$ cat src/rtl/uart_fifo_ctl_pkg.sv
package uart_fifo_ctl_pkg;

  // Control word field positions; the host encodes against these.
  localparam int unsigned CTL_W      = 8;
  localparam int unsigned RXSEL_HI   = 7;
  localparam int unsigned RXSEL_LO   = 6;
  localparam int unsigned TXSEL_HI   = 5;
  localparam int unsigned TXSEL_LO   = 4;
  localparam int unsigned DMA_BIT    = 3;
  localparam int unsigned TXFLSH_BIT = 2;
  localparam int unsigned RXFLSH_BIT = 1;
  localparam int unsigned EN_BIT     = 0;

  typedef struct packed {
    logic [1:0] rx_sel;
    logic [1:0] tx_sel;
    logic       dma;
    logic       en;
  } fctl_t;

  // Receive threshold menu, in stored characters.
  function automatic int unsigned rx_level(input logic [1:0] sel);
    case (sel)
      2'b00:   return 8;
      2'b01:   return 16;
      2'b10:   return 56;
      default: return 60;
    endcase
  endfunction

  // Transmit threshold menu, in free slots.
  function automatic int unsigned tx_level(input logic [1:0] sel);
    case (sel)
      2'b00:   return 8;
      2'b01:   return 16;
      2'b10:   return 32;
      default: return 56;
    endcase
  endfunction

endpackage

$ cat src/rtl/ufc_rst_sync.sv
module ufc_rst_sync #(
  parameter int unsigned STAGES = 2
) (
  input  logic clk,
  input  logic rst_n,
  output logic rst_n_sync
);

  logic [STAGES-1:0] sync_q;
  logic [STAGES-1:0] sync_d;

  always_comb begin
    sync_d = {sync_q[STAGES-2:0], 1'b1};
  end

  always_ff @(posedge clk or negedge rst_n) begin
    if (!rst_n) sync_q <= '0;
    else        sync_q <= sync_d;
  end

  assign rst_n_sync = sync_q[STAGES-1];

endmodule

$ cat src/rtl/ufc_ctl_reg.sv
module ufc_ctl_reg
  import uart_fifo_ctl_pkg::*;
(
  input  logic             clk,
  input  logic             rst_n,
  input  logic             we,
  input  logic [CTL_W-1:0] wdata,
  input  logic             enh_en,
  output fctl_t            ctl,
  output logic             rx_flush,
  output logic             tx_flush
);

  fctl_t ctl_q, ctl_d;
  logic  rxf_q, rxf_d;
  logic  txf_q, txf_d;

  always_comb begin
    ctl_d = ctl_q;
    rxf_d = 1'b0;
    txf_d = 1'b0;
    if (we) begin
      ctl_d.rx_sel = wdata[RXSEL_HI:RXSEL_LO];
      ctl_d.dma    = wdata[DMA_BIT];
      ctl_d.en     = wdata[EN_BIT];
      if (enh_en) ctl_d.tx_sel = wdata[TXSEL_HI:TXSEL_LO];
      rxf_d = wdata[RXFLSH_BIT];
      txf_d = wdata[TXFLSH_BIT];
    end
  end

  always_ff @(posedge clk or negedge rst_n) begin
    if (!rst_n) begin
      ctl_q <= '0;
      rxf_q <= 1'b0;
      txf_q <= 1'b0;
    end else begin
      ctl_q <= ctl_d;
      rxf_q <= rxf_d;
      txf_q <= txf_d;
    end
  end

  assign ctl      = ctl_q;
  assign rx_flush = rxf_q;
  assign tx_flush = txf_q;

  // gated field holds while enhanced mode is off
  assert_txsel_hold_R4: assert property (@(posedge clk) disable iff (!rst_n)
    (we && !enh_en) |=> (ctl_q.tx_sel == $past(ctl_q.tx_sel)));

  // transmit flush command clears itself
  assert_txflush_selfclear_R6: assert property (@(posedge clk) disable iff (!rst_n)
    (txf_q && !we) |=> !txf_q);

  // receive flush command clears itself
  assert_rxflush_selfclear_R7: assert property (@(posedge clk) disable iff (!rst_n)
    (rxf_q && !we) |=> !rxf_q);

endmodule

$ cat src/rtl/ufc_byte_fifo.sv
module ufc_byte_fifo #(
  parameter int unsigned DW     = 8,
  parameter int unsigned DEPTH  = 64,
  parameter bit          IS_TX  = 1'b0,
  localparam int unsigned AW    = $clog2(DEPTH),
  localparam int unsigned CW    = $clog2(DEPTH + 1)
) (
  input  logic          clk,
  input  logic          rst_n,
  input  logic          en,
  input  logic          flush,
  input  logic [CW-1:0] level,
  input  logic          push,
  input  logic [DW-1:0] din,
  input  logic          pop,
  output logic [DW-1:0] dout,
  output logic [CW-1:0] count,
  output logic          full,
  output logic          empty,
  output logic          trig,
  output logic          ovf,
  output logic          unf
);

  logic [DW-1:0] mem [DEPTH];
  logic [AW-1:0] wr_q, wr_d;
  logic [AW-1:0] rd_q, rd_d;
  logic [CW-1:0] cnt_q, cnt_d;
  logic          ovf_q, ovf_d;
  logic          unf_q, unf_d;
  logic [CW-1:0] cap;
  logic [CW-1:0] thr;
  logic          push_ok, pop_ok;

  always_comb begin
    cap = en ? CW'(DEPTH) : CW'(1);
    thr = en ? level : CW'(1);
  end

  assign full  = (cnt_q >= cap);
  assign empty = (cnt_q == '0);

  always_comb begin
    push_ok = push && !full  && !flush;
    pop_ok  = pop  && !empty && !flush;
    ovf_d   = push && full   && !flush;
    unf_d   = pop  && empty  && !flush;
    wr_d    = wr_q;
    rd_d    = rd_q;
    cnt_d   = cnt_q;
    if (flush) begin
      wr_d  = '0;
      rd_d  = '0;
      cnt_d = '0;
    end else begin
      if (push_ok) wr_d = wr_q + AW'(1);
      if (pop_ok)  rd_d = rd_q + AW'(1);
      cnt_d = cnt_q + CW'(push_ok) - CW'(pop_ok);
    end
  end

  always_ff @(posedge clk or negedge rst_n) begin
    if (!rst_n) begin
      wr_q  <= '0;
      rd_q  <= '0;
      cnt_q <= '0;
      ovf_q <= 1'b0;
      unf_q <= 1'b0;
    end else begin
      wr_q  <= wr_d;
      rd_q  <= rd_d;
      cnt_q <= cnt_d;
      ovf_q <= ovf_d;
      unf_q <= unf_d;
    end
  end

  // Storage carries no reset; only written slots are ever read.
  always_ff @(posedge clk) begin
    if (push_ok) mem[wr_q] <= din;
  end

  assign dout  = mem[rd_q];
  assign count = cnt_q;
  assign ovf   = ovf_q;
  assign unf   = unf_q;

  generate
    if (IS_TX) begin : g_space
      logic [CW-1:0] space;
      always_comb begin
        space = (cnt_q >= cap) ? '0 : (cap - cnt_q);
        trig  = (space >= thr);
      end
    end else begin : g_fill
      always_comb begin
        trig = (cnt_q >= thr);
      end
    end
  endgenerate

  // occupancy never exceeds the deep capacity
  assert_count_bound_R8: assert property (@(posedge clk) disable iff (!rst_n)
    cnt_q <= CW'(DEPTH));

  // a push into a full queue leaves a pulse and no growth
  assert_no_overflow_R10: assert property (@(posedge clk) disable iff (!rst_n)
    (push && full && !pop && !flush) |=> (ovf && $stable(cnt_q)));

  // a pop from an empty queue leaves a pulse
  assert_no_underflow_R10: assert property (@(posedge clk) disable iff (!rst_n)
    (pop && empty && !flush) |=> unf);

  // a flush empties the queue and suppresses error pulses
  assert_flush_clears_R11: assert property (@(posedge clk) disable iff (!rst_n)
    flush |=> (cnt_q == '0 && !ovf && !unf));

endmodule

$ cat src/rtl/uart_fifo_ctrl.sv
module uart_fifo_ctrl
  import uart_fifo_ctl_pkg::*;
#(
  parameter int unsigned DW    = 8,
  parameter int unsigned DEPTH = 64,
  localparam int unsigned CW   = $clog2(DEPTH + 1)
) (
  input  logic          clk,
  input  logic          rst_n,
  input  logic          ctl_we,
  input  logic [7:0]    ctl_wdata,
  input  logic          enh_en,
  input  logic          rx_push,
  input  logic [DW-1:0] rx_din,
  input  logic          rx_pop,
  output logic [DW-1:0] rx_dout,
  output logic [CW-1:0] rx_count,
  output logic          rx_full,
  output logic          rx_empty,
  output logic          rx_trig,
  output logic          rx_ovf,
  output logic          rx_unf,
  input  logic          tx_push,
  input  logic [DW-1:0] tx_din,
  input  logic          tx_pop,
  output logic [DW-1:0] tx_dout,
  output logic [CW-1:0] tx_count,
  output logic          tx_full,
  output logic          tx_empty,
  output logic          tx_trig,
  output logic          tx_ovf,
  output logic          tx_unf,
  output logic          fifo_en,
  output logic          dma_mode
);

  logic          rst_n_s;
  fctl_t         ctl;
  logic          rx_flush, tx_flush;
  logic [CW-1:0] rx_thr, tx_thr;

  ufc_rst_sync #(.STAGES(2)) u_rst (
    .clk        (clk),
    .rst_n      (rst_n),
    .rst_n_sync (rst_n_s)
  );

  ufc_ctl_reg u_ctl (
    .clk      (clk),
    .rst_n    (rst_n_s),
    .we       (ctl_we),
    .wdata    (ctl_wdata),
    .enh_en   (enh_en),
    .ctl      (ctl),
    .rx_flush (rx_flush),
    .tx_flush (tx_flush)
  );

  always_comb begin
    rx_thr = CW'(rx_level(ctl.rx_sel));
    tx_thr = CW'(tx_level(ctl.tx_sel));
  end

  ufc_byte_fifo #(.DW(DW), .DEPTH(DEPTH), .IS_TX(1'b0)) u_rxq (
    .clk   (clk),
    .rst_n (rst_n_s),
    .en    (ctl.en),
    .flush (rx_flush),
    .level (rx_thr),
    .push  (rx_push),
    .din   (rx_din),
    .pop   (rx_pop),
    .dout  (rx_dout),
    .count (rx_count),
    .full  (rx_full),
    .empty (rx_empty),
    .trig  (rx_trig),
    .ovf   (rx_ovf),
    .unf   (rx_unf)
  );

  ufc_byte_fifo #(.DW(DW), .DEPTH(DEPTH), .IS_TX(1'b1)) u_txq (
    .clk   (clk),
    .rst_n (rst_n_s),
    .en    (ctl.en),
    .flush (tx_flush),
    .level (tx_thr),
    .push  (tx_push),
    .din   (tx_din),
    .pop   (tx_pop),
    .dout  (tx_dout),
    .count (tx_count),
    .full  (tx_full),
    .empty (tx_empty),
    .trig  (tx_trig),
    .ovf   (tx_ovf),
    .unf   (tx_unf)
  );

  assign fifo_en  = ctl.en;
  assign dma_mode = ctl.dma;

  // mode output tracks the written bit one cycle later
  assert_dma_follows_R5: assert property (@(posedge clk) disable iff (!rst_n_s)
    ctl_we |=> (dma_mode == $past(ctl_wdata[3])));

endmodule

$ cat config.mk
export PLATFORM = sky130hd
export DESIGN_NAME = uart_fifo_ctrl
export DESIGN_NICKNAME = d
export VERILOG_FILES = /design/src/rtl/uart_fifo_ctl_pkg.sv /design/src/rtl/ufc_rst_sync.sv /design/src/rtl/ufc_ctl_reg.sv /design/src/rtl/ufc_byte_fifo.sv /design/src/rtl/uart_fifo_ctrl.sv
export SDC_FILE = /design/constraint.sdc
export NUM_CORES = 1
export LEC_CHECK = 0
export BUFFER_PORTS_ARGS = -buffer_cell sky130_fd_sc_hd__buf_2
export CAP_MARGIN = 5
export CORE_UTILIZATION = 55
export DETAILED_ROUTE_END_ITERATION = 8
export PLACE_DENSITY = 0.8
export SYNTH_ARGS = -nofsm -noshare
export SYNTH_HDL_FRONTEND = slang
export SYNTH_HIERARCHICAL = 1
export SYNTH_SLANG_ARGS = --single-unit
$ cat constraint.sdc
create_clock -name clk -period 6.2 [get_ports clk]
set_input_delay 0 -clock clk [delete_from_list [all_inputs] [get_ports clk]]
set_output_delay 0 -clock clk [all_outputs]
set_load 0.005 [all_outputs]
== Word-level counts from Yosys, hierarchy flattened ==
Memory sizes are Yosys's and may differ from the RTL's.
Cells that the tools add are included.

* Muxes and demuxes: 22
* Add/sub/neg operators: 9
* Reduce and logical (&&, ||, !) cells: 31
* $lt $le $gt $ge: 4
* Equal/unequal tests: 4

{| class="wikitable"
|+ Operators with widths
! kind !! number
|-
| two-way mux 6 bit || 10
|-
| one-hot mux 6 bit (3 select lines) || 2
|-
| >= comparator 7 bit || 4
|-
| two-way mux 7 bit || 4
|-
| adder 6 x 1 -> 6 bit (second input constant) || 4
|-
| logical AND 1 bit || 16
|-
| adder 7 x 1 -> 7 bit || 2
|-
| logical NOT 7 bit || 2
|-
| subtractor 7 x 1 -> 7 bit || 2
|-
| nonzero test 2 bit || 4
|-
| subtractor 7 bit || 1
|-
| logical NOT 1 bit || 6
|-
| two-way mux 1 bit || 6
|-
| equality test 2 x 1 -> 1 bit (second input constant) || 2
|-
| equality test 2 bit (second input constant) || 2
|-
| logical NOT 2 bit || 2
|-
| AND reduction 2 bit || 1
|}

* RAM bits: 1024
* Input port bits: 32
* Memories: 2
* Register bits: 52
* Output and inout bits: 42
* Word-level logic and storage cells: 89

{| class="wikitable"
|+ Memory list
! memory !! depth !! width !! rd ports !! clocked after memory_dff !! wr ports !! line !! source
|-
| u_rxq.mem || 64 || 8 || 1 || 0 || 1 || ufc_byte_fifo.sv:25 || <nowiki>logic [DW-1:0] mem [DEPTH];</nowiki>
|-
| u_txq.mem || 64 || 8 || 1 || 0 || 1 || ufc_byte_fifo.sv:25 ||
|}

== Logic depth before layout (Yosys ltp) ==
Gate-level depths: netlist (run 1).

* Depth in word-level cells: 8
* Gate-level depth with buffers: 18

== By module ==
Netlist (run 1), hierarchy kept.

{| class="wikitable"
|+ By module, submodules not included
! module !! area an instance (um^2) !! cells an instance !! instances
|-
| ufc_byte_fifo at u_txq || 21575.7 || 1144 || 1
|-
| ufc_byte_fifo at u_rxq || 21289.2 || 1054 || 1
|-
| ufc_ctl_reg || 310.3 || 18 || 1
|-
| uart_fifo_ctrl || 85.1 || 12 || 1
|-
| ufc_rst_sync || 53.8 || 3 || 1
|}

== Least setup slack after synthesis (run 1) ==
Ideal clock, no wire load.

* Path kind: reg2reg
* Start: reg u_ctl.ctl_q (netlist bit u_ctl/ctl[0])
* End: reg u_rxq.cnt_q[6] (netlist: u_rxq/count[6])
* Stages on the path, launching flop included: 19
* Data required time: 6075 ps
* Setup slack: 2319 ps
* Arrival: 3756 ps
* Setup time: 125 ps
* Cells stage by stage: dfrtp_1 -> clkbuf_1 -> inv_1 -> ha_1 -> and4b_1 -> o41ai_2 -> and2_1 -> inv_1 -> or2_2 -> ha_1 -> inv_1 -> ha_1 -> inv_1 -> fa_1 -> o21bai_1 -> a21oi_1 -> o21bai_1 -> a21oi_1 -> mux2_2

* Word-level cells in the longest chain between the ends: 8

{| class="wikitable"
|+ RTL lines
! item !! line !! source
|-
| from (decl) || ufc_ctl_reg.sv:14 || <nowiki>fctl_t ctl_q, ctl_d;</nowiki>
|-
| from (signal assigned) || ufc_ctl_reg.sv:38 || <nowiki>ctl_q <= ctl_d;</nowiki>
|-
| two-way mux 7 bit || ufc_byte_fifo.sv:36 || <nowiki>cap = en ? CW'(DEPTH) : CW'(1);</nowiki>
|-
| >= comparator 7 bit || ufc_byte_fifo.sv:40 || <nowiki>assign full = (cnt_q >= cap);</nowiki>
|-
| named net rx_full || uart_fifo_ctrl.sv:18 || <nowiki>output logic rx_full,</nowiki>
|-
| logical NOT 1 bit || ufc_byte_fifo.sv:44 || <nowiki>push_ok = push && !full && !flush;</nowiki>
|-
| logical AND 1 bit (2 in a row) || ufc_byte_fifo.sv:44 ||
|-
| adder 7 x 1 -> 7 bit || ufc_byte_fifo.sv:58 || <nowiki>cnt_d = cnt_q + CW'(push_ok) - CW'(pop_ok);</nowiki>
|-
| subtractor 7 x 1 -> 7 bit || ufc_byte_fifo.sv:58 ||
|-
| two-way mux 7 bit || ufc_byte_fifo.sv:51 || <nowiki>if (flush) begin</nowiki>
|-
| named net u_rxq.cnt_d[6] || ufc_byte_fifo.sv:28 || <nowiki>logic [CW-1:0] cnt_q, cnt_d;</nowiki>
|-
| to (signal assigned) || ufc_byte_fifo.sv:72 || <nowiki>cnt_q <= cnt_d;</nowiki>
|-
| to (decl) || ufc_byte_fifo.sv:28 ||
|}

The timed path passes the listed nets, and every way through them passes these cells.
A chain may end at the register's enable or synchronous reset.

== Final worst setup path (run 1) ==
* Start: reg u_ctl.ctl_q (netlist bit u_ctl/ctl[0])
* End: reg u_rxq.cnt_q[6] (netlist: u_rxq/count[6])

* Word-level cells in the longest chain between the ends: 8

{| class="wikitable"
|+ RTL lines
! item !! line
|-
| two-way mux 7 bit || ufc_byte_fifo.sv:36
|-
| >= comparator 7 bit || ufc_byte_fifo.sv:40
|-
| logical NOT 1 bit || ufc_byte_fifo.sv:44
|-
| logical AND 1 bit (2 in a row) || ufc_byte_fifo.sv:44
|-
| adder 7 x 1 -> 7 bit || ufc_byte_fifo.sv:58
|-
| subtractor 7 x 1 -> 7 bit || ufc_byte_fifo.sv:58
|-
| two-way mux 7 bit || ufc_byte_fifo.sv:51
|-
| named net u_rxq.cnt_d[6] || ufc_byte_fifo.sv:28
|}

The timed path passes the listed nets, and every way through them passes these cells.

==> results of run 1 <==
path summary, 6_finish.rpt:
check / from / depth (start not counted) / to / slack, ns
worst min-delay path: tx_din[2] / 2 / u_txq/mem[58][2] / 0.03
worst min register to register: u_rst/sync_q[0] / 0 / u_rst/sync_q[1] / 0.35
min in group asynchronous: rst_n / 3 / u_rst/sync_q[1] / 0.21
worst max register to register: u_ctl/ctl[0] / 18 / u_rxq/count[6] / 2.03
max in group asynchronous: u_rst/sync_q[1] / 1 / u_rxq/rd_q[0] / 5.25
worst max-delay path: u_ctl/ctl[0] / 18 / u_rxq/count[6] / 2.03
kinds of logic after synthesis:
family | share of synthesized area [%]
compound gates | 3.218
xor+xnor | 0.5864
fa+ha+maj | 1.508
buf+inv | 1.779
flops | 74.00
mux | 14.83
other cells | 0.01734
simple gates | 4.062
synth_stat cells (all sizes together), types with 14 or more instances:
library cell  count
edfxtp         1024
mux4            236
nor2            183
mux2i            91
nand2            77
buf              71
a21oi            53
dfrtp            52
ha               49
clkbuf           44
a22oi            36
inv              33
nand3            26
nor2b            24
o21ai            22
o22ai            22
xnor2            16
mux2             14
per-layer routing:
| layer | global-route usage [%] | part of all wire, % |
|---|---|---|
| met2 | 40.53 | 51 |
| met1 | 32.26 | 37 |
| met3 | 3.626 | 8.0 |
| met5 | 0 | 0 |
| met4 | 9.688 | 3.9 |
flip-flops by register name (all words and copies together), names as in the netlist, 6 cells and up:
register	count
u_rxq/mem	512
u_rxq/count	7
u_txq/count	7
u_txq/mem	512
u_txq/wr_q	6
u_rxq/wr_q	6
u_txq/rd_q	6
u_ctl/ctl	6
u_rxq/rd_q	6
worst register-to-register path, stage by stage, from the launching register on:
cell,delay [ns]
dfrtp_1,0.33
buf_4,0.21
inv_1,0.09
ha_1,0.29
and4b_1,0.19
o41ai_2,0.59
and2_1,0.28
inv_1,0.07
or2_2,0.29
ha_1,0.27
inv_1,0.06
ha_1,0.17
inv_1,0.06
fa_1,0.40
o21bai_1,0.16
a21oi_1,0.12
o21bai_1,0.13
a21oi_1,0.08
mux2_2,0.26
power groups by stage:
| stage | clock (mW) | sequential (mW) | combinational, mW |
|---|---|---|---|
| 6_report | 6.23 | 8.50 | 4.68 |
| 5_1_grt | 6.55 | 8.54 | 4.98 |
| 4_1_cts | 6.31 | 8.51 | 4.68 |
| 3_5_place_dp | 0 | 8.66 | 4.60 |
| 3_3_place_gp | 0 | 8.64 | 4.49 |
| 2_1_floorplan | 0 | 8.34 | 3.60 |
through the flow:
step                util [%]  hold slack [ns]  setup slack [ns]  std cells
finish                 61.97          0.02926             2.030       3469
global route           61.97          0.05201             1.806       3469
CTS                    61.97          0.01758             2.086       3469
detailed placement     57.37          -0.2102             2.119       3257
global placement       57.37          -0.2157             2.239       3257
floorplan                  -          -0.2956             2.319       2237
area by class of cell:
cell class / instances / area (um2) / area share [%]
inverters: 33 / 123.9 / 0.2572
clock inverters: 66 / 696.9 / 1.447
flip-flops and latches: 1076 / 32070 / 66.58
repair buffers: 119 / 805.8 / 1.673
multi-input cells: 1012 / 10520 / 21.83
clock buffers: 123 / 2653 / 5.507
well taps: 1040 / 1301 / 2.702
repair_timing:
action | in CTS | in global routing
hold buffers | 23 | 0
endpoints found under the hold margin | 57 | 0
setup endpoints to repair | 0 | 0
==> run_results.csv, run 1 <==
group,metric,value,unit
status,status,"finished clean",
critical_path,cpMaxStageDelayCell,"o41ai_2",
power,power_frac_comb,24.1,%
logic_synthesis,synth_top_area_share,70.99,%
routing,drcViolationCount,0,
final_layout,diodes,0,
clock_tree,postCtsSetupBuffers,0,
critical_path,cp_top_family,"adder cells",
routing,viasPerCell,6.332,
global_route,grt_pass1_vias,22240,
timing,setup_violations,0,
final_layout,nFillCells,5097,
clock_tree,clkSinkCount,1076,
global_route,grt_max_degree,68,
logic_synthesis,synth_edf_count,1024,
timing,hold_viol,0,
timing,max_slew.worst_pin.slew,1.291,ns
logic_synthesis,synth-seq-cells,1076,
timing,period_needed,4.170,ns
timing,tns,0,ns
critical_path,crit_type,"reg -> reg",
final_layout,stdcell_area,48170,um2
logic_synthesis,synthArstFlopShare,4.833,%
critical_path,path_common_cell,"inv_1",
logic_synthesis,ys_types,70,
global_route,antenna_found_initial,0,
logic_synthesis,synth-main-ff-cell,"edfxtp_1",
timing,max_slew_margin,13.96,%
power,power_density,402.9,nW/um2
logic_synthesis,synth.area.top_cells,"edfxtp_1, mux4_2, dfrtp_1",
global_route,gr-total-overflow,0,
power,p_leak,15.40,nW
routing,detail-route-antenna-nets,0,
critical_path,arrival,4.70,ns
critical_path,crit_buf_inv,5,
floorplanning,core_area,77720,um2
clock_tree,clkTransAtPathRegs,0.06,ns
clock_tree,cts_max_level,3,
timing,report.final.slew_viol_count,0,
placed_design,place_hpwl,55790,um
critical_path,crit_required,6.73,ns
run,maxCapViolCount,0,
final_layout,fin_nets,2427,
global_route,grt_pass1_wl,141900,um
power,pwr-share-seq,43.8,%
logic_synthesis,synth_warnings,6,
final_layout,syn_to_final_growth,11.21,%
timing,skew,0.03246,ns
critical_path,crit_chain,"buf_4 -> inv_1 -> ha_1 -> and4b_1 -> o41ai_2 -> and2_1 -> inv_1 -> or2_2 -> ha_1 -> inv_1 -> ha_1 -> inv_1 -> fa_1 -> o21bai_1 -> a21oi_1 -> o21bai_1 -> a21oi_1 -> mux2_2",
floorplanning,initial_utilization,55.73,%
clock_tree,clock-root-buffer,"clkbuf_16",
clock_tree,clk_latency,0.67,ns
hold_path,min_path_type,"in -> reg",
final_layout,mostFrequentLayoutCells,"edfxtp_1, mux4_2, nor2_1",
logic_synthesis,syn-instance-count,2231,
power,swShare,28.67,%
floorplanning,fp-row-count,102,
final_layout,final_common_cell,"edfxtp_1",
floorplanning,die_area,79880,um2
timing,period_share,67.26,%
power,intPower,13.84,mW
logic_synthesis,yosysTopAreaCell,"edfxtp_1",
routing,drt_iter0_drc,2357,
timing,rsz0062_at_grt,"false",
routing,vias,21960,
power,vdd_ir_drop_max,0.0002760,V
final_layout,drive_gt1_share,21.16,%
power,power,19.40,mW
placed_design,portBuffers,73,
floorplanning,die_h,282.6,um
placed_design,placed_cell_area,44590,um2
logic_synthesis,seq_area_frac_synth,74.00,%
clock_tree,cts_max_path_buffers,3,
global_route,grt.total_usage,24.25,%
floorplanning,die_w,282.6,um
routing,routedWlPerCell,27.39,um
logic_synthesis,netlist_area,43310,um2
routing,dr.pass1.iters,5,
floorplanning,ioPinCount,74,
clock_tree,tritoncts,"built",
critical_path,worstSetupEndpointType,"flip-flop",
routing,wirelength,95030,um
power,p_sw,5.563,mW
timing,fmax,239.8,MHz
clock_tree,cts_buffers,102,
critical_path,cp_max_fo,19,
critical_path,cp-start-kind,"flip-flop",
critical_path,slowest_delay,0.59,ns
placed_design,place_congestion,0.9090,
clock_tree,post_cts_resized,0,
power,clkPwrFrac,32.1,%
logic_synthesis,avgSynthCellArea,19.41,um2
No activity file was read; power rests on OpenSTA's default activity.
==> run 2, diff against run 1 <==
Clock period 6.2 ns to 4.1 ns, I/O delays scaled along.
==> run_results.csv, run 2 (synthesized netlist as in run 1, its figures left out) <==
group,metric,value,unit
timing,holdWs,0.008877,ns
routing,drcViolationCount,0,
run,maxCapViolCount,0,
critical_path,cp_max_fo,6,
floorplanning,initial_utilization,55.73,%
final_layout,multiInputGateArea,10530,um2
floorplanning,ioPinCount,74,
routing,dr.pass1.iters,6,
global_route,grt_pass1_wl,143500,um
routing,viasPerCell,6.276,
timing,setup_violations,0,
critical_path,r2r_start,"u_rxq/count[0]",
floorplanning,die_w,282.6,um
critical_path,crit_type,"reg -> reg",
floorplanning,fp-row-count,102,
placed_design,place_hpwl,56010,um
critical_path,reg2reg_depth,17,
power,vdd_ir_drop_max,0.0004502,V
timing,max_slew.worst_pin.slew,1.303,ns
final_layout,largestRegisters,"u_rxq/mem (512), u_txq/mem (512)",
critical_path,r2r_slack,0.19,ns
final_layout,drive_gt1_share,23.21,%
power,power_density,597.7,nW/um2
routing,detail-route-antenna-nets,0,
clock_tree,tritoncts,"built",
clock_tree,clkTransAtPathRegs,0.07,ns
critical_path,endpoint,"u_rxq/count[6]",
power,p_leak,15.80,nW
clock_tree,clock-root-buffer,"clkbuf_16",
clock_tree,cts_max_path_buffers,3,
global_route,grt_pass1_vias,22680,
global_route,grt.total_usage,24.51,%
hold_path,min_path_type,"in -> reg",
floorplanning,die_h,282.6,um
hold_path,hp-start,"tx_din[7]",
final_layout,final_common_cell,"edfxtp_1",
timing,period_share,95.38,%
critical_path,worstSetupEndpointType,"flip-flop",
critical_path,slowest_delay,0.44,ns
floorplanning,core_area,77720,um2
timing,report.final.slew_viol_count,0,
critical_path,arrival,4.45,ns
critical_path,cpMaxStageDelayCell,"dfrtp_1",
critical_path,r2r_end,"u_rxq/count[6]",
placed_design,portBuffers,73,
critical_path,crit_chain,"inv_1 -> ha_1 -> and4b_1 -> o41ai_4 -> and2_1 -> inv_1 -> or2_2 -> ha_1 -> inv_1 -> ha_1 -> inv_1 -> fa_1 -> o21bai_1 -> a21oi_1 -> o21bai_1 -> a21oi_1 -> mux2_2",
clock_tree,cts_max_level,3,
critical_path,crit_start,"u_rxq/count[0]",
critical_path,crit_required,4.64,ns
routing,wirelength,96080,um
routing,vias,22270,
timing,tns,0,ns
global_route,antenna_found_initial,3,
timing,rsz0062_at_grt,"false",
timing,hold_viol,0,
global_route,gr-total-overflow,0,
final_layout,nFillCells,5083,
routing,drt_iter0_drc,2424,
final_layout,mostFrequentLayoutCells,"edfxtp_1, mux4_2, nor2_1",
clock_tree,clkSinkCount,1076,
critical_path,cp-start-kind,"flip-flop",
timing,period_needed,3.910,ns
placed_design,place_congestion,0.8317,
final_layout,syn_to_final_growth,12.45,%
floorplanning,die_area,79880,um2
clock_tree,postCtsSetupBuffers,0,
clock_tree,cts_buffers,101,
clock_tree,clk_latency,0.68,ns
routing,routedWlPerCell,27.07,um
timing,skew,0.04351,ns
final_layout,fin_nets,2507,
global_route,grt_max_degree,65,
timing,max_slew_margin,13.15,%
final_layout,seqCellArea,32070,um2
placed_design,placed_cell_area,45250,um2
timing,fmax,255.7,MHz
status,status,"finished clean",
final_layout,stdcell_area,48710,um2
critical_path,path_common_cell,"inv_1",
[run 2: per-layer routing]
metal | global-route usage, % | wire (um) | up-vias
li1 | - | - | 9385
met1 | 32.56 | 36030 | 11410
met2 | 40.91 | 48430 | 1239
met3 | 3.973 | 7806 | 238
met4 | 9.563 | 3803 | 2
met5 | 0 | 8 | -
[run 2: report_power, final]
group	total, mW	internal (mW)	switching, mW
sequential	12.9	12.2	0.633
combinational	7.19	3.46	3.73
clock	9.04	5.03	4.01
[run 2: worst min path at each step]
stage,cells past startpoint,slack [ns],to
after floorplan,0,-0.30,u_rst/sync_q[0]
after global placement,1,-0.22,u_rst/sync_q[0]
after detailed placement,1,-0.21,u_rst/sync_q[0]
after CTS,2,0.02,u_txq/mem[13][4]
after global routing,2,0.02,u_txq/mem[34][7]
final,2,0.009,u_txq/mem[32][7]
[run 2: area by class of cell]
| class | instances | area share, % |
|---|---|---|
| Timing Repair Buffer | 200 | 3.006 |
| Sequential cell | 1076 | 65.85 |
| Clock buffer | 126 | 5.402 |
| Antenna cell | 2 | 0.01028 |
| Multi-Input combinational cell | 1012 | 21.61 |
| Inverter | 33 | 0.2543 |
| Tap cell | 1040 | 2.672 |
| Clock inverter | 60 | 1.195 |
[run 2: timing repair]
| action | CTS | global route |
|---|---|---|
| hold endpoints to repair | 37 | 0 |
| hold buffers | 23 | 0 |
| gates resized for setup | 0 | 1 |
| setup endpoints to repair | 0 | 1 |
[run 2: worst max-delay path: cells and delay by family, from the launching register on]
| family | cells | cell delay [ns] |
|---|---|---|
| simple gates | 3 | 0.74 |
| mux | 1 | 0.27 |
| flops | 1 | 0.44 |
| compound gates | 5 | 0.89 |
| fa+ha+maj | 4 | 1.13 |
| buf+inv | 4 | 0.30 |
[run 2: stage by stage]
| stage | power [mW] | utilization [%] | instances | setup slack, ns |
|---|---|---|---|---|
| global placement | 19.98 | 58.21 | 3338 | 0.3481 |
| floorplan | 18.06 | - | 2237 | 0.2192 |
| CTS | 29.24 | 62.65 | 3547 | 0.1613 |
| detailed placement | 20.15 | 58.21 | 3338 | 0.2294 |
| global route | 30.15 | 62.67 | 3549 | 0.02424 |
| finish | 29.11 | 62.67 | 3549 | 0.1895 |
==> run 3, diff against run 2 <==
Settings changed: SETUP_SLACK_MARGIN set to 0.4.
==> run_results.csv, run 3 (synthesized netlist as in run 1, its figures left out) <==
group,metric,value,unit
global_route,gr-total-overflow,0,
timing,fmax,279.4,MHz
placed_design,place_congestion,0.8921,
timing,rsz0062_at_grt,"false",
timing,setup_violations,0,
routing,routedWlPerCell,27.60,um
final_layout,fin_nets,2522,
timing,report.final.slew_viol_count,0,
timing,skew,0.05115,ns
floorplanning,die_w,282.6,um
critical_path,cpMaxStageDelayCell,"dfrtp_4",
floorplanning,die_area,79880,um2
power,swShare,28.43,%
critical_path,worstSetupEndpointType,"output port",
hold_path,min_path_type,"in -> reg",
routing,drcViolationCount,0,
timing,holdWs,-0.005755,ns
power,pwr-share-seq,42.2,%
routing,wirelength,98460,um
critical_path,cp-start-kind,"flip-flop",
critical_path,crit_type,"reg -> out",
power,power_density,616.3,nW/um2
final_layout,mostFrequentLayoutCells,"edfxtp_1, mux4_2, nor2_1",
placed_design,pre_cts_ws,0.3094,ns
placed_design,place_hpwl,56510,um
power,p_leak,16.07,nW
timing,hold_viol,1,
floorplanning,ioPinCount,74,
power,p_sw,8.636,mW
critical_path,cp_max_fo,32,
timing,layout_setup_ws,0.5215,ns
critical_path,crit_buf_inv,2,
timing,tns,0,ns
timing,period_share,87.28,%
status,violations,"hold timing",
routing,vias,22610,
placed_design,dpl.cell_count,3336,
global_route,grt_pass1_wl,145900,um
clock_tree,cts_max_level,3,
floorplanning,core_area,77720,um2
critical_path,cp_top_family,"multiplexers",
critical_path,crit_chain,"buf_12 -> mux4_2 -> mux2i_1 -> o21ai_0 -> a22o_1 -> buf_2",
final_layout,final_common_cell,"edfxtp_1",
clock_tree,tritoncts,"built",
final_layout,largestRegisters,"u_rxq/mem (512), u_txq/mem (512)",
power,power_frac_comb,24.5,%
clock_tree,cts_max_path_buffers,3,
power,vdd_ir_drop_max,0.0004104,V
run,maxCapViolCount,0,
routing,dr.pass1.iters,5,
floorplanning,fp-row-count,102,
routing,drt_iter0_drc,2508,
power,clkPwrFrac,33.3,%
critical_path,crit_required,4.10,ns
final_layout,syn_to_final_growth,13.77,%
critical_path,slowest_delay,0.80,ns
power,power,30.37,mW
routing,detail-route-antenna-nets,0,
timing,max_slew.worst_pin.slew,1.185,ns
timing,max_slew_margin,21.01,%
clock_tree,clkSinkCount,1076,
global_route,grt.total_usage,25.00,%
clock_tree,clk_latency,0.68,ns
timing,period_needed,3.578,ns
floorplanning,initial_utilization,55.73,%
placed_design,portBuffers,73,
floorplanning,die_h,282.6,um
global_route,grt_pass1_vias,23020,
routing,viasPerCell,6.337,
final_layout,instances_no_fill,3568,
clock_tree,clock-root-buffer,"clkbuf_16",
critical_path,arrival,3.58,ns
status,status,"finished, violations left",
global_route,grt_max_degree,87,
global_route,antenna_found_initial,0,
final_layout,diodes,0,
power,intPower,21.74,mW
clock_tree,cts_buffers,103,
final_layout,drive_gt1_share,24.88,%
clock_tree,clkTransAtPathRegs,0.07,ns
[run 3: cell count changes in the layout (fill, tap and decap cells not counted), moves of 3 or more]
| cell | before | now |
|---|---|---|
| clkinv_1 | 24 | 10 |
| buf_4 | 97 | 107 |
| bufinv_16 | 7 | 17 |
| clkbuf_1 | 24 | 15 |
| clkbuf_8 | 1 | 9 |
| clkinvlp_4 | 5 | 11 |
| clkinv_2 | 15 | 19 |
| clkbuf_16 | 101 | 104 |
[run 3: cell type report]
| cell class | instances | area (um2) |
|---|---|---|
| fill | 4952 | 28440 |
| tap | 1040 | 1301 |
| clock inverter | 66 | 883.3 |
| timing repair buffer | 213 | 1579 |
| multi-input combinational | 1012 | 10540 |
| sequential | 1076 | 32070 |
| clock buffer | 128 | 2783 |
| inverter | 33 | 123.9 |
[run 3: timing repair]
action | 4_1_cts | 5_1_grt
setup endpoints to repair | 1 | 63
resized for setup | 4 | 0
endpoints found under the hold margin | 91 | 0
hold buffers | 25 | 0
pin swaps | 3 | 3
setup buffers | 5 | 8
[run 3: path summary, 6_finish.rpt]
check / from / endpoint / slack, ns / cells after the start
max in group asynchronous: u_rst/sync_q[1] / u_txq/rd_q[0] / 3.15 / 1
min: rx_din[2] / u_rxq/mem[32][2] / -0.006 / 2
max: u_rxq/rd_q[0] / rx_dout[5] / 0.52 / 6
min in group asynchronous: rst_n / u_rst/sync_q[0] / 0.21 / 3
max reg2reg: u_ctl/ctl[0] / u_txq/mem[21][4] / 0.56 / 9
min reg2reg: u_rst/sync_q[0] / u_rst/sync_q[1] / 0.36 / 0
[run 3: power by group through the flow]
stage / Clock, mW / Sequential (mW) / Combinational [mW]
floorplan: 0 / 12.6 / 5.46
global placement: 0 / 13.1 / 6.95
detailed placement: 0 / 13.1 / 7.10
CTS: 10.2 / 12.9 / 7.30
global route: 10.6 / 12.9 / 7.92
finish: 10.1 / 12.8 / 7.44
[run 3: metrics by stage]
| stage | hold slack (ns) | instance area (um2) | util (%) |
|---|---|---|---|
| 2_1_floorplan | -0.2956 | 43350 | - |
| 3_5_place_dp | -0.2127 | 45240 | 58.21 |
| 5_1_grt | 0.01661 | 49280 | 63.41 |
| 6_report | -0.005755 | 49280 | 63.41 |
| 3_3_place_gp | -0.2144 | 45240 | 58.21 |
| 4_1_cts | 0.005840 | 49210 | 63.31 |
[run 3: worst register-to-register path, stage by stage (launching register included)]
cell,delay [ns]
dfrtp_2,0.40
buf_4,0.19
ha_1,0.24
nor2b_2,0.18
a41oi_1,0.22
a31oi_4,0.25
buf_4,0.17
and3_1,0.23
nand2_1,0.50
nor2_1,0.84
[run 3: routing by layer]
layer | track usage, % | share of wire, %
met5 | 0 | 0
met3 | 4.056 | 8.1
met4 | 11.61 | 4.8
met1 | 33.02 | 37
met2 | 41.06 | 50
